`src/rtl/rxd_pkg.sv`:
```
package rxd_pkg;
  localparam int WORD_W  = 32;
  localparam int LANES   = 4;
  localparam int CNT_W   = 16;
  localparam int OWN_BIT = 31;
  localparam int IE_BIT  = 23;
  localparam int FST_BIT = 17;
  localparam int LST_BIT = 16;
  localparam int ERR_BIT = 15;
  localparam int CMD_EN_BIT  = 7;
  localparam int CMD_ABT_BIT = 15;
  localparam int CS_DONE_BIT = 0;
  localparam int CS_ERR_BIT  = 8;
  localparam logic [1:0] W_STS  = 2'd0;
  localparam logic [1:0] W_CNT  = 2'd1;
  localparam logic [1:0] W_BUF  = 2'd2;
  localparam logic [1:0] W_NEXT = 2'd3;

  typedef enum logic [1:0] {
    CSR_CUR = 2'd0, CSR_CMD = 2'd1, CSR_MASK = 2'd2, CSR_CAUSE = 2'd3
  } csr_sel_e;

  typedef enum logic [3:0] {
    ST_IDLE, ST_RD_STS, ST_RD_SIZE, ST_RD_BUF, ST_DATA,
    ST_WR_DATA, ST_WR_CNT, ST_WR_STS, ST_RD_NEXT, ST_DROP
  } rxd_state_e;
endpackage

```
`src/rtl/rxd_csr.sv`:
```
module rxd_csr
  import rxd_pkg::*;
(
  input  logic              clk,
  input  logic              rst_n,
  input  logic              csr_we,
  input  logic [1:0]        csr_sel,
  input  logic              wd_en,
  input  logic              wd_abt,
  input  logic              wd_done,
  input  logic              wd_err,
  input  logic              eng_idle,
  input  logic              set_done,
  input  logic              set_err,
  output logic              rx_en,
  output logic              abort_pend,
  output logic [WORD_W-1:0] cause,
  output logic              irq
);
  logic en_q, en_d, ab_q, ab_d;
  logic cd_q, cd_d, ce_q, ce_d, md_q, md_d, me_q, me_d;

  always_comb begin
    en_d = en_q;
    ab_d = ab_q;
    cd_d = cd_q;
    ce_d = ce_q;
    md_d = md_q;
    me_d = me_q;
    if (csr_we && csr_sel == CSR_CMD) begin
      en_d = wd_en;
      if (wd_abt) ab_d = 1'b1;
    end else if (ab_q && eng_idle) begin
      ab_d = 1'b0;
    end
    if (csr_we && csr_sel == CSR_MASK) begin
      md_d = wd_done;
      me_d = wd_err;
    end
    if (csr_we && csr_sel == CSR_CAUSE) begin
      if (wd_done) cd_d = 1'b0;
      if (wd_err)  ce_d = 1'b0;
    end
    if (set_done) cd_d = 1'b1;
    if (set_err)  ce_d = 1'b1;
  end

  always_ff @(posedge clk or negedge rst_n) begin
    if (!rst_n) begin
      en_q <= 1'b0;
      ab_q <= 1'b0;
      cd_q <= 1'b0;
      ce_q <= 1'b0;
      md_q <= 1'b0;
      me_q <= 1'b0;
    end else begin
      en_q <= en_d;
      ab_q <= ab_d;
      cd_q <= cd_d;
      ce_q <= ce_d;
      md_q <= md_d;
      me_q <= me_d;
    end
  end

  always_comb begin
    cause = '0;
    cause[CS_DONE_BIT] = cd_q;
    cause[CS_ERR_BIT]  = ce_q;
  end

  assign rx_en      = en_q;
  assign abort_pend = ab_q;
  assign irq        = (cd_q & md_q) | (ce_q & me_q);

  // the abort bit falls only when the engine was idle
  a_r11_abort_clears_idle: assert property (@(posedge clk) disable iff (!rst_n)
    $fell(ab_q) |-> $past(eng_idle));

  // a cause bit rises only in a cycle where hardware reported the event
  a_r12_done_needs_event: assert property (@(posedge clk) disable iff (!rst_n)
    $rose(cd_q) |-> $past(set_done));
endmodule

```
`src/rtl/rxd_pack.sv`:
```
module rxd_pack #(
  parameter int LANES = 4,
  localparam int LW   = $clog2(LANES)
) (
  input  logic               clk,
  input  logic               rst_n,
  input  logic               clr,
  input  logic               wr,
  input  logic [LW-1:0]      lane,
  input  logic [7:0]         din,
  output logic [8*LANES-1:0] word
);
  for (genvar g = 0; g < LANES; g++) begin : g_lane
    logic [7:0] q, d;
    always_comb begin
      d = q;
      if (clr) d = '0;
      if (wr && lane == LW'(g)) d = din;
    end
    always_ff @(posedge clk or negedge rst_n) begin
      if (!rst_n) q <= '0;
      else        q <= d;
    end
    assign word[8*g +: 8] = q;
  end
endmodule

```
`src/rtl/rx_ring_dma.sv`:
```
module rx_ring_dma
  import rxd_pkg::*;
#(
  parameter int STUFF_N = 2,
  localparam int AW     = WORD_W - 2
) (
  input  logic              clk,
  input  logic              rst_n,
  input  logic              csr_we,
  input  logic [1:0]        csr_sel,
  input  logic [WORD_W-1:0] csr_wdata,
  input  logic              stuff_en,
  input  logic              rx_valid,
  output logic              rx_ready,
  input  logic [7:0]        rx_data,
  input  logic              rx_sof,
  input  logic              rx_eof,
  input  logic              rx_err,
  output logic              mem_req,
  output logic              mem_we,
  output logic [AW-1:0]     mem_addr,
  output logic [WORD_W-1:0] mem_wdata,
  input  logic [WORD_W-1:0] mem_rdata,
  input  logic              mem_ack,
  output logic [WORD_W-1:0] cur_ptr,
  output logic              rx_en,
  output logic              abort_pend,
  output logic [WORD_W-1:0] cause,
  output logic              irq
);
  rxd_state_e        st_q, st_d;
  logic [WORD_W-1:0] cur_q, cur_d;
  logic [AW-1:0]     buf_q, buf_d, waddr_q, waddr_d, cur_w;
  logic [CNT_W-1:0]  size_q, size_d, cnt_q, cnt_d;
  logic              ie_q, ie_d, err_q, err_d, done_q, done_d;
  logic              pk_clr, pk_wr, set_done, set_err;
  logic [WORD_W-1:0] pk_word, sts;
  logic              room;

  rxd_csr u_csr (
    .clk(clk), .rst_n(rst_n), .csr_we(csr_we), .csr_sel(csr_sel),
    .wd_en(csr_wdata[CMD_EN_BIT]), .wd_abt(csr_wdata[CMD_ABT_BIT]),
    .wd_done(csr_wdata[CS_DONE_BIT]), .wd_err(csr_wdata[CS_ERR_BIT]),
    .eng_idle(st_q == ST_IDLE), .set_done(set_done), .set_err(set_err),
    .rx_en(rx_en), .abort_pend(abort_pend), .cause(cause), .irq(irq)
  );

  rxd_pack #(.LANES(LANES)) u_pack (
    .clk(clk), .rst_n(rst_n), .clr(pk_clr), .wr(pk_wr),
    .lane(cnt_q[1:0]), .din(rx_data), .word(pk_word)
  );

  assign cur_w = cur_q[WORD_W-1:2];
  assign room  = cnt_q < size_q;

  always_comb begin
    sts = '0;
    sts[IE_BIT]  = ie_q;
    sts[FST_BIT] = 1'b1;
    sts[LST_BIT] = 1'b1;
    sts[ERR_BIT] = err_q;
  end

  // next-state and datapath
  always_comb begin
    st_d = st_q;  cur_d = cur_q;  buf_d = buf_q;  size_d = size_q;
    cnt_d = cnt_q;  ie_d = ie_q;  err_d = err_q;  done_d = done_q;
    waddr_d = waddr_q;
    pk_clr = 1'b0;  pk_wr = 1'b0;  set_done = 1'b0;  set_err = 1'b0;
    rx_ready = 1'b0;
    if (csr_we && csr_sel == CSR_CUR) cur_d = csr_wdata;
    unique case (st_q)
      ST_IDLE: begin
        rx_ready = rx_valid && !(rx_sof && rx_en);
        if (rx_valid && rx_sof && rx_en && !abort_pend) st_d = ST_RD_STS;
      end
      ST_RD_STS: if (mem_ack) begin
        if (mem_rdata[OWN_BIT]) begin
          ie_d = mem_rdata[IE_BIT];
          st_d = ST_RD_SIZE;
        end else begin
          set_err = 1'b1;
          st_d    = ST_DROP;
        end
      end
      ST_RD_SIZE: if (mem_ack) begin
        size_d = mem_rdata[WORD_W-1:CNT_W];
        st_d   = ST_RD_BUF;
      end
      ST_RD_BUF: if (mem_ack) begin
        buf_d  = mem_rdata[WORD_W-1:2];
        cnt_d  = stuff_en ? CNT_W'(STUFF_N) : '0;
        pk_clr = 1'b1;
        err_d  = 1'b0;
        done_d = 1'b0;
        st_d   = ST_DATA;
      end
      ST_DATA: begin
        if (abort_pend) begin
          st_d = ST_IDLE;
        end else begin
          rx_ready = rx_valid;
          if (rx_valid) begin
            if (rx_eof) begin
              err_d  = err_q | rx_err;
              done_d = 1'b1;
            end
            if (room) begin
              pk_wr   = 1'b1;
              cnt_d   = cnt_q + CNT_W'(1);
              waddr_d = buf_q + AW'(cnt_q >> 2);
              if (cnt_q[1:0] == 2'd3 || rx_eof || cnt_q + CNT_W'(1) == size_q)
                st_d = ST_WR_DATA;
            end else begin
              err_d = 1'b1;
              if (rx_eof) st_d = ST_WR_CNT;
            end
          end
        end
      end
      ST_WR_DATA: if (mem_ack) begin
        pk_clr = 1'b1;
        st_d   = done_q ? ST_WR_CNT : ST_DATA;
      end
      ST_WR_CNT: if (mem_ack) st_d = ST_WR_STS;
      ST_WR_STS: if (mem_ack) begin
        set_done = ie_q;
        set_err  = err_q;
        st_d     = ST_RD_NEXT;
      end
      ST_RD_NEXT: if (mem_ack) begin
        cur_d = mem_rdata;
        st_d  = ST_IDLE;
      end
      ST_DROP: begin
        if (abort_pend) begin
          st_d = ST_IDLE;
        end else begin
          rx_ready = rx_valid;
          if (rx_valid && rx_eof) st_d = ST_IDLE;
        end
      end
      default: st_d = ST_IDLE;
    endcase
  end

  // memory master
  always_comb begin
    mem_req = 1'b0;  mem_we = 1'b0;  mem_addr = cur_w;  mem_wdata = '0;
    unique case (st_q)
      ST_RD_STS:  begin mem_req = 1'b1; mem_addr = cur_w + AW'(W_STS);  end
      ST_RD_SIZE: begin mem_req = 1'b1; mem_addr = cur_w + AW'(W_CNT);  end
      ST_RD_BUF:  begin mem_req = 1'b1; mem_addr = cur_w + AW'(W_BUF);  end
      ST_RD_NEXT: begin mem_req = 1'b1; mem_addr = cur_w + AW'(W_NEXT); end
      ST_WR_DATA: begin
        mem_req = 1'b1; mem_we = 1'b1; mem_addr = waddr_q; mem_wdata = pk_word;
      end
      ST_WR_CNT: begin
        mem_req = 1'b1; mem_we = 1'b1; mem_addr = cur_w + AW'(W_CNT);
        mem_wdata = {size_q, cnt_q};
      end
      ST_WR_STS: begin
        mem_req = 1'b1; mem_we = 1'b1; mem_addr = cur_w + AW'(W_STS);
        mem_wdata = sts;
      end
      default: ;
    endcase
  end

  always_ff @(posedge clk or negedge rst_n) begin
    if (!rst_n) begin
      st_q <= ST_IDLE;  cur_q <= '0;  buf_q <= '0;  size_q <= '0;
      cnt_q <= '0;  ie_q <= 1'b0;  err_q <= 1'b0;  done_q <= 1'b0;
      waddr_q <= '0;
    end else begin
      st_q <= st_d;  cur_q <= cur_d;  buf_q <= buf_d;  size_q <= size_d;
      cnt_q <= cnt_d;  ie_q <= ie_d;  err_q <= err_d;  done_q <= done_d;
      waddr_q <= waddr_d;
    end
  end

  assign cur_ptr = cur_q;

  // an unacknowledged request does not move
  a_r13_req_hold: assert property (@(posedge clk) disable iff (!rst_n)
    mem_req && !mem_ack |=> mem_req && $stable(mem_addr) && $stable(mem_we) && $stable(mem_wdata));

  // a write to the status word never hands ownership back to the engine
  a_r5_status_releases: assert property (@(posedge clk) disable iff (!rst_n)
    mem_req && mem_we && mem_addr == cur_w |-> !mem_wdata[OWN_BIT]);

  // the status write directly follows the count write
  a_r5_status_last: assert property (@(posedge clk) disable iff (!rst_n)
    $rose(st_q == ST_WR_STS) |-> $past(st_q) == ST_WR_CNT);

  // a byte arriving at a full buffer does not grow the count
  a_r8_no_overflow: assert property (@(posedge clk) disable iff (!rst_n)
    st_q == ST_DATA && !abort_pend && rx_valid && !room |=> cnt_q == $past(cnt_q));

  // the pointer moves only on a next-pointer read or a register write
  a_r6_ptr_source: assert property (@(posedge clk) disable iff (!rst_n)
    cur_q != $past(cur_q) |->
      ($past(st_q == ST_RD_NEXT && mem_ack) || $past(csr_we && csr_sel == CSR_CUR)));
endmodule

```
`config.mk`:
```
export PLATFORM = sky130hd
export DESIGN_NAME = rx_ring_dma
export DESIGN_NICKNAME = d
export VERILOG_FILES = /design/src/rtl/rxd_pkg.sv /design/src/rtl/rxd_csr.sv /design/src/rtl/rxd_pack.sv /design/src/rtl/rx_ring_dma.sv
export SDC_FILE = /design/constraint.sdc
export NUM_CORES = 1
export LEC_CHECK = 0
export ABC_AREA = 1
export CORE_MARGIN = 2
export CORE_UTILIZATION = 36
export CTS_CLUSTER_SIZE = 40
export DETAILED_ROUTE_END_ITERATION = 16
export HOLD_SLACK_MARGIN = 0.05
export MAX_ROUTING_LAYER = met4
export PLACE_DENSITY = 0.65
export SYNTH_ARGS = -nofsm -noshare
export SYNTH_HDL_FRONTEND = slang
export SYNTH_HIERARCHICAL = 1
export SYNTH_SLANG_ARGS = --single-unit
```
`constraint.sdc`:
```
create_clock -name clk -period 3 [get_ports clk]
set_input_delay 0.45 -clock clk [delete_from_list [all_inputs] [get_ports clk]]
set_output_delay 0.45 -clock clk [all_outputs]
set_load 0.05 [all_outputs]
```
==> key figures, run 1 <==
Outcome
  – Status: finished, violations left
  – Failing checks: negative setup slack

Global routing
  – GRT Resource Usage Total: 0.286
  – Remaining Overflow, GRT: 0
  – Largest net degree at the start of global routing: 64
  – Vias in the first global route: 12000
  – First-pass GRT wire length: 72.0 mm
  – Initial antenna violation count: 0

Clock network
  – CTS H-tree lvls: 4
  – Clock Tree Root: clkbuf_16
  – Worst skew pair latency: 440 ps
  – Clock-pin slew on the worst setup and hold paths: 70 ps
  – CTS tree: yes
  – TritonCTS buffer count: 17
  – Clock Path Buffers: 2
  – Sink Count: 169

Placed design
  – Place WS: 56.7 ps
  – IO buf count: 184
  – Post-DP HPWL: 37.1 mm
  – Placer Congestion: 0.989

Critical path
  – RR Startpoint: size_q[3]
  – CP Capture Point: mem_addr[27]
  – Worst R2R Path Depth: 14
  – Crit path launch: st_q[0]
  – FF-to-FF setup slack: 400 ps
  – Crit path DAT: 2770 ps
  – Critical path type: reg -> out
  – Data required time of the critical path: 2550 ps
  – CP endpoint kind: output pin
  – Reg2reg end: u_pack/g_lane[3].q[5]
  – Critical path launch point type: flop
  – Maximum fanout along the worst path: 4

Timing
  – Final Cycle Share: 1.07
  – Peak Freq: 0.310 GHz
  – Worst slew margin: 0.560
  – Clock skew: 13.0 ps
  – Worst slew pin tran: 660 ps
  – Crit path time final: 3220 ps
  – Endpoints failing setup: 23
  – Final count of pins violating max slew: 0
  – Final critical-path setup slack: -222 ps
  – Final Hold Fails: 0
  – RSZ-0062 raised after global routing: yes

Floorplan
  – Die X: 186 um
  – IO Pins: 215
  – Die Height: 186 um
  – Rows: 66
  – DIE AREA: 34500 um2
  – Initial cell density of the core: 0.365
  – Core footprint: 32500 um2

Logic synthesis
  – Post-synthesis sequential area ratio: 0.356
  – Distinct cells, synth: 60
  – Ys Warns: 6
  – Ranking of synthesized cells by area: dfrtp_1, nand2_1, o21ai_0, nand3_1, inv_1
  – Cell taking the most area after synthesis: dfrtp_1
  – Cell Area, Synth: 11900 um2
  – Cells after Synth: 1691
  – Syn Area/Cell: 7.02 um2
  – Yosys top cell area share: 0.356
  – Yosys reg bits: 169

Power and ir drop
  – Comb pwr share: 0.634
  – Power density cells: 1090 nW/um2
  – Power Total: 0.0179 W
  – Sequential Power Share: 0.238
  – Sw Share: 0.519
  – Static Leakage: 7.41 nW
  – Clock share of power: 0.128
  – Sw Pwr: 0.00927 W
  – Internal power: 0.00860 W
  – Maximum vdd drop: 0.000848 V

Routing
  – Total number of vias: 12800
  – DR DRC count: 0
  – Iteration-0 DRC Markers: 1232
  – DR WL/cell: 20.4 um
  – Routed Antenna Nets: 0
  – Drt pass-1 iters: 6
  – Vias per cell: 5.39
  – DRT Wirelength: 48.5 mm

Cells and area
  – Syn-to-layout area delta: 38.6%
  – Ant. Diodes: 0
  – Nets: 2039
  – Layout cells sized above 1: 0.184

Flow run
  – Max-Cap Viols: 0

Min path
  – HP Class: reg -> reg
-- power by group through the flow --
stage               clock network, W  logic (W)  registers [W]
finish                       0.00229     0.0113        0.00425
global route                 0.00242     0.0121        0.00434
CTS                          0.00233     0.0108        0.00421
detailed placement                 0     0.0103        0.00423
global placement                   0     0.0102        0.00421
floorplan                          0    0.00554        0.00465
-- layout by cell type (no fill, tap or decap), types with 31 or more instances in the layout --
cell	count
ha_1	32
buf_12	57
clkdlybuf4s50_1	120
o21ai_0	122
nor2_1	89
nand3_1	132
nand4_1	61
o21ai_1	34
nand2_1	475
dfrtp_1	164
buf_4	71
o211ai_1	31
inv_1	155
a21oi_1	42
-- worst max-delay path, stage by stage (launching register included) --
cell,delay (ps)
dfrtp_1,410
nor2_4,130
inv_2,60
nor2_4,100
inv_2,70
ha_4,260
nand2_2,40
inv_2,80
o21ai_4,70
nor2_4,100
nand2_2,80
nor2_4,160
nand3_4,120
clkinv_4,90
a22oi_2,50
o211ai_1,300
clkbuf_16,230
-- metrics by stage --
stage	util	area [um2]	TNS [ps]	hold slack [ps]	instances
floorplan	-	12000	-357	154	1720
global placement	0.459	14900	0	459	2318
detailed placement	0.459	14900	0	467	2318
CTS	0.493	16000	-3050	487	2364
global route	0.506	16500	-5600	507	2376
finish	0.506	16500	-2440	485	2376
-- worst min path at each step --
stage	start	end	slack (ps)	cells past startpoint
2_1_floorplan	rst_n	buf_q[0]	150	0
3_5_place_dp	waddr_q[27]	waddr_q[27]	470	2
4_1_cts	waddr_q[16]	waddr_q[16]	490	2
3_3_place_gp	waddr_q[0]	waddr_q[0]	460	2
5_1_grt	waddr_q[27]	waddr_q[27]	510	2
6_report	waddr_q[16]	waddr_q[16]	480	2
-- registers in the layout, indices dropped and copies added, names as in the netlist --
register / flops
size_q: 16
u_csr/cd_q: 1
u_pack/g_lane.q: 32
u_csr/me_q: 1
u_csr/md_q: 1
done_q: 1
ie_q: 1
st_q: 4
buf_q: 30
waddr_q: 30
cur_ptr: 32
cnt_q: 16
u_csr/abort_pend: 1
u_csr/ce_q: 1
err_q: 1
u_csr/rx_en: 1
-- per-layer routing --
layer / GRT usage / wire length (um)
met1: 0.386 / 21500
met5: - / 0
met2: 0.445 / 22200
met3: 0.0372 / 3330
met4: 0.0951 / 1530
-- area by class of cell --
cell class | count | area, um2
inverters | 185 | 722
repair buffers | 271 | 3220
multi-input cells | 1277 | 7140
clock inverters | 15 | 163
fillers | 3154 | 16100
clock buffers | 17 | 425
well taps | 442 | 553
flip-flops and latches | 169 | 4240
-- what timing repair did --
item / in CTS / in global routing
cloned: 0 / 1
hold buffers: 1 / 0
endpoints found under the hold margin: 22 / 0
pin swaps: 24 / 29
buffers inserted: 13 / 11
endpoints found under the setup margin: 27 / 60
gates resized for setup: 121 / 85
-- synthesized netlist by cell type, drive strengths merged --
library cell and count:
or2 3, o21bai 1, a32o 1, a211oi 1
o21a 4, nor3b 1, a32oi 4, nand4 61
nand2 499, clkinv 3, a31oi 9, nor2 124
o22ai 2, dfrtp 169, a221oi 1, buf 60
inv 182, nor4 8, o2111ai 10, a21o 1
a221o 1, ha 33, clkbuf 29, conb 1
xor2 18, a21oi 46, fa 2, o211ai 31
o31ai 11, nand2b 1, a22oi 2, xnor2 8
o221ai 2, o21ai 183, a22o 1, nor3 23
o311ai 2, nand3 152, a2bb2oi 1
-- cell families (layout without fill, tap and decap cells) --
group	count (synthesis)	after routing	synth area share
other	1	30	0.000316
AND/OR/NAND/NOR	872	872	0.330
adder cells (fa/ha/maj)	35	35	0.0381
AO/OA/AOI/OAI	314	314	0.153
buffers and inverters	274	488	0.104
flip-flops	169	169	0.356
XOR/XNOR	26	26	0.0192
Power figures use the tool's default switching activity.
==> run 2: changes to the inputs <==
Settings changed: HOLD_SLACK_MARGIN 0.05 to 0.12.
==> results of run 2 <==
The final DEF is identical to that of run 1; final timing and power are the same.
==> run 3: changes to the inputs <==
--- a/config.mk
+++ b/config.mk
@@ -8,10 +8,10 @@
 export ABC_AREA = 1
 export CORE_MARGIN = 2
-export CORE_UTILIZATION = 36
+export CORE_UTILIZATION = 54
 export CTS_CLUSTER_SIZE = 40
 export DETAILED_ROUTE_END_ITERATION = 16
 export HOLD_SLACK_MARGIN = 0.12
 export MAX_ROUTING_LAYER = met4
-export PLACE_DENSITY = 0.65
+export PLACE_DENSITY = 0.89
 export SYNTH_ARGS = -nofsm -noshare
 export SYNTH_HDL_FRONTEND = slang
==> constraint.sdc (replaced) <==
create_clock -name clk -period 3 [get_ports clk]
set_input_delay 0.6 -clock clk [delete_from_list [all_inputs] [get_ports clk]]
set_output_delay 0.6 -clock clk [all_outputs]
set_load 0.05 [all_outputs]
==> run 3 against run 2 <==
Effect of this change: the run still ends with negative setup slack left; utilization increased by 24 points; global-route usage increased by 12 points; hold slack got worse by 360 ps; total power increased by 1.9%; critical path depth increased by 2; combinational power about the same; worst setup slack got worse by 250 ps; sequential share of layout area increased by 0.28 points; final cell count decreased by 6.9%; clock power increased by 3%; highest routed layer unchanged.
==> key figures, run 3 (synthesized netlist as in run 1, its figures left out) <==
Routing
  – DRT Wirelength: 48.1 mm
  – Routed Antenna Nets: 0
  – Drt pass-1 iters: 6
  – Vias per cell: 6.08
  – DR WL/cell: 21.8 um
  – DR DRC count: 0
  – Iteration-0 DRC Markers: 1618
  – Total number of vias: 13500

Clock network
  – CTS H-tree lvls: 4
  – Sink Count: 169
  – Clock Tree Root: clkbuf_16
  – Hold Buf Count CTS: 0
  – Clock-pin slew on the worst setup and hold paths: 80 ps
  – TritonCTS buffer count: 17
  – Clock Path Buffers: 2
  – Worst skew pair latency: 440 ps
  – CTS tree: yes

Power and ir drop
  – Sequential Power Share: 0.234
  – Sw Share: 0.514
  – Comb pwr share: 0.636
  – Sw Pwr: 0.00935 W
  – Static Leakage: 7.42 nW
  – Power density cells: 1120 nW/um2
  – Maximum vdd drop: 0.000768 V
  – Clock share of power: 0.130
  – Internal power: 0.00886 W

Cells and area
  – Most frequent cells in the layout: nand2_1, dfrtp_1, inv_1
  – Layout cells sized above 1: 0.177
  – Ant. Diodes: 0
  – Most common cell after layout, fill and taps aside: nand2_1
  – Syn-to-layout area delta: 37.0%
  – Fillers: 1584
  – Final core utilization: 0.750
  – Nets: 2038
  – Non-filler cells, final: 2213

Floorplan
  – Rows: 54
  – Core footprint: 21700 um2
  – Die Height: 152 um
  – DIE AREA: 23200 um2
  – IO Pins: 215
  – Initial cell density of the core: 0.547
  – Die X: 152 um

Global routing
  – Initial antenna violation count: 0
  – Largest net degree at the start of global routing: 66
  – Remaining Overflow, GRT: 0
  – GRT Resource Usage Total: 0.407
  – Vias in the first global route: 12200
  – First-pass GRT wire length: 71.4 mm

Critical path
  – CP delay by family, top: simple AND/OR/NAND/NOR gates
  – CP endpoint kind: output pin
  – Worst Path Buf+Inv: 5
  – Crit path DAT: 2870 ps
  – Critical path launch point type: flop
  – CP peak stage delay: 410 ps
  – Maximum fanout along the worst path: 4
  – Slowest stage cell, crit path: dfrtp_1
  – Data required time of the critical path: 2400 ps
  – Crit path top cell by count: inv_2
  – Critical path type: reg -> out
  – CP cell instances: nor2_2 -> inv_2 -> nor2_4 -> inv_2 -> ha_4 -> nand2_2 -> inv_2 -> o21ai_2 -> nor2_2 -> inv_2 -> nor2_4 -> nand2_4 -> nor2_4 -> xor2_1 -> nor2_1 -> nor2_1 -> nand2_1 -> buf_6

Timing
  – Worst slew margin: 0.516
  – Crit path time final: 3470 ps
  – RSZ-0062 raised after global routing: yes
  – Final critical-path setup slack: -472 ps
  – Worst slew pin tran: 723 ps
  – Final Cycle Share: 1.16
  – Endpoints failing setup: 29
  – Final count of pins violating max slew: 0
  – Clock skew: 13.7 ps
  – Peak Freq: 0.288 GHz
  – Final Hold Fails: 0

Min path
  – HP Class: in -> async

Flow run
  – Max-Cap Viols: 0

Outcome
  – Status: finished, violations left
  – Failing checks: negative setup slack

Placed design
  – DP Cell Count: 2157
  – Post-DP HPWL: 36.0 mm
  – Placer Congestion: 1.01
  – IO buf count: 184
run 3: cell count changes in the layout (fill, tap and decap cells not counted), moves of 3 or more:
cell      previous run  this run
buf_6               16        10
clkinv_4             1         4
o21ai_0            122       131
nand2_1            475       479
nor2_4              27        24
buf_12              57        61
inv_6                9         5
o21ai_1             34        31
nand2_2             19        14
nor2_2               7        11
o21ai_2             26        18
run 3: power by group through the flow:
stage          Clock [W]  Combinational [W]  Sequential, W
2_1_floorplan          0            0.00559        0.00465
3_3_place_gp           0             0.0103        0.00416
3_5_place_dp           0             0.0104        0.00419
4_1_cts          0.00236             0.0109        0.00417
5_1_grt          0.00246             0.0122        0.00433
6_report         0.00237             0.0116        0.00426
run 3: path summary, 6_finish.rpt:
| path | endpoint | startpoint | slack (ps) | cells past startpoint |
|---|---|---|---|---|
| worst min register to register | waddr_q[26] | waddr_q[26] | 490 | 2 |
| min in group clk | waddr_q[26] | waddr_q[26] | 490 | 2 |
| worst min-delay path | st_q[0] | rst_n | 130 | 1 |
| max in group asynchronous | cur_ptr[20] | rst_n | 2040 | 2 |
| worst max register to register | u_pack/g_lane[2].q[3] | size_q[3] | 230 | 14 |
| worst max-delay path | mem_addr[21] | st_q[0] | -470 | 18 |
run 3: per-layer routing:
layer,GRT usage,share of wire
met3,0.106,0.12
met4,0.112,0.031
met1,0.550,0.40
met5,-,0
met2,0.611,0.45
run 3: cell type report:
type                       instances  area (um2)  share of cell area
multi-input combinational       1277        7090               0.436
clock inverter                    13         186              0.0115
clock buffer                      19         433              0.0266
sequential                       169        4230               0.260
timing repair buffer             270        3250               0.200
inverter                         185         718              0.0442
tap                              280         350              0.0215
run 3: what timing repair did:
item	4_1_cts	5_1_grt
gates cloned	1	1
resized for setup	84	92
buffers inserted	11	16
pin swaps	36	39
setup endpoints to repair	33	61
run 3: stage by stage:
stage | area [um2] | hold slack, ps | power (W) | setup WS (ps) | setup TNS [ps]
floorplan | 12000 | 304 | 0.0102 | -287 | -780
global placement | 14800 | 460 | 0.0144 | 24.8 | 0
detailed placement | 14800 | 466 | 0.0146 | -60.7 | -165
CTS | 15800 | 153 | 0.0175 | -379 | -6580
global route | 16300 | 161 | 0.0190 | -589 | -11950
finish | 16300 | 127 | 0.0182 | -472 | -8900
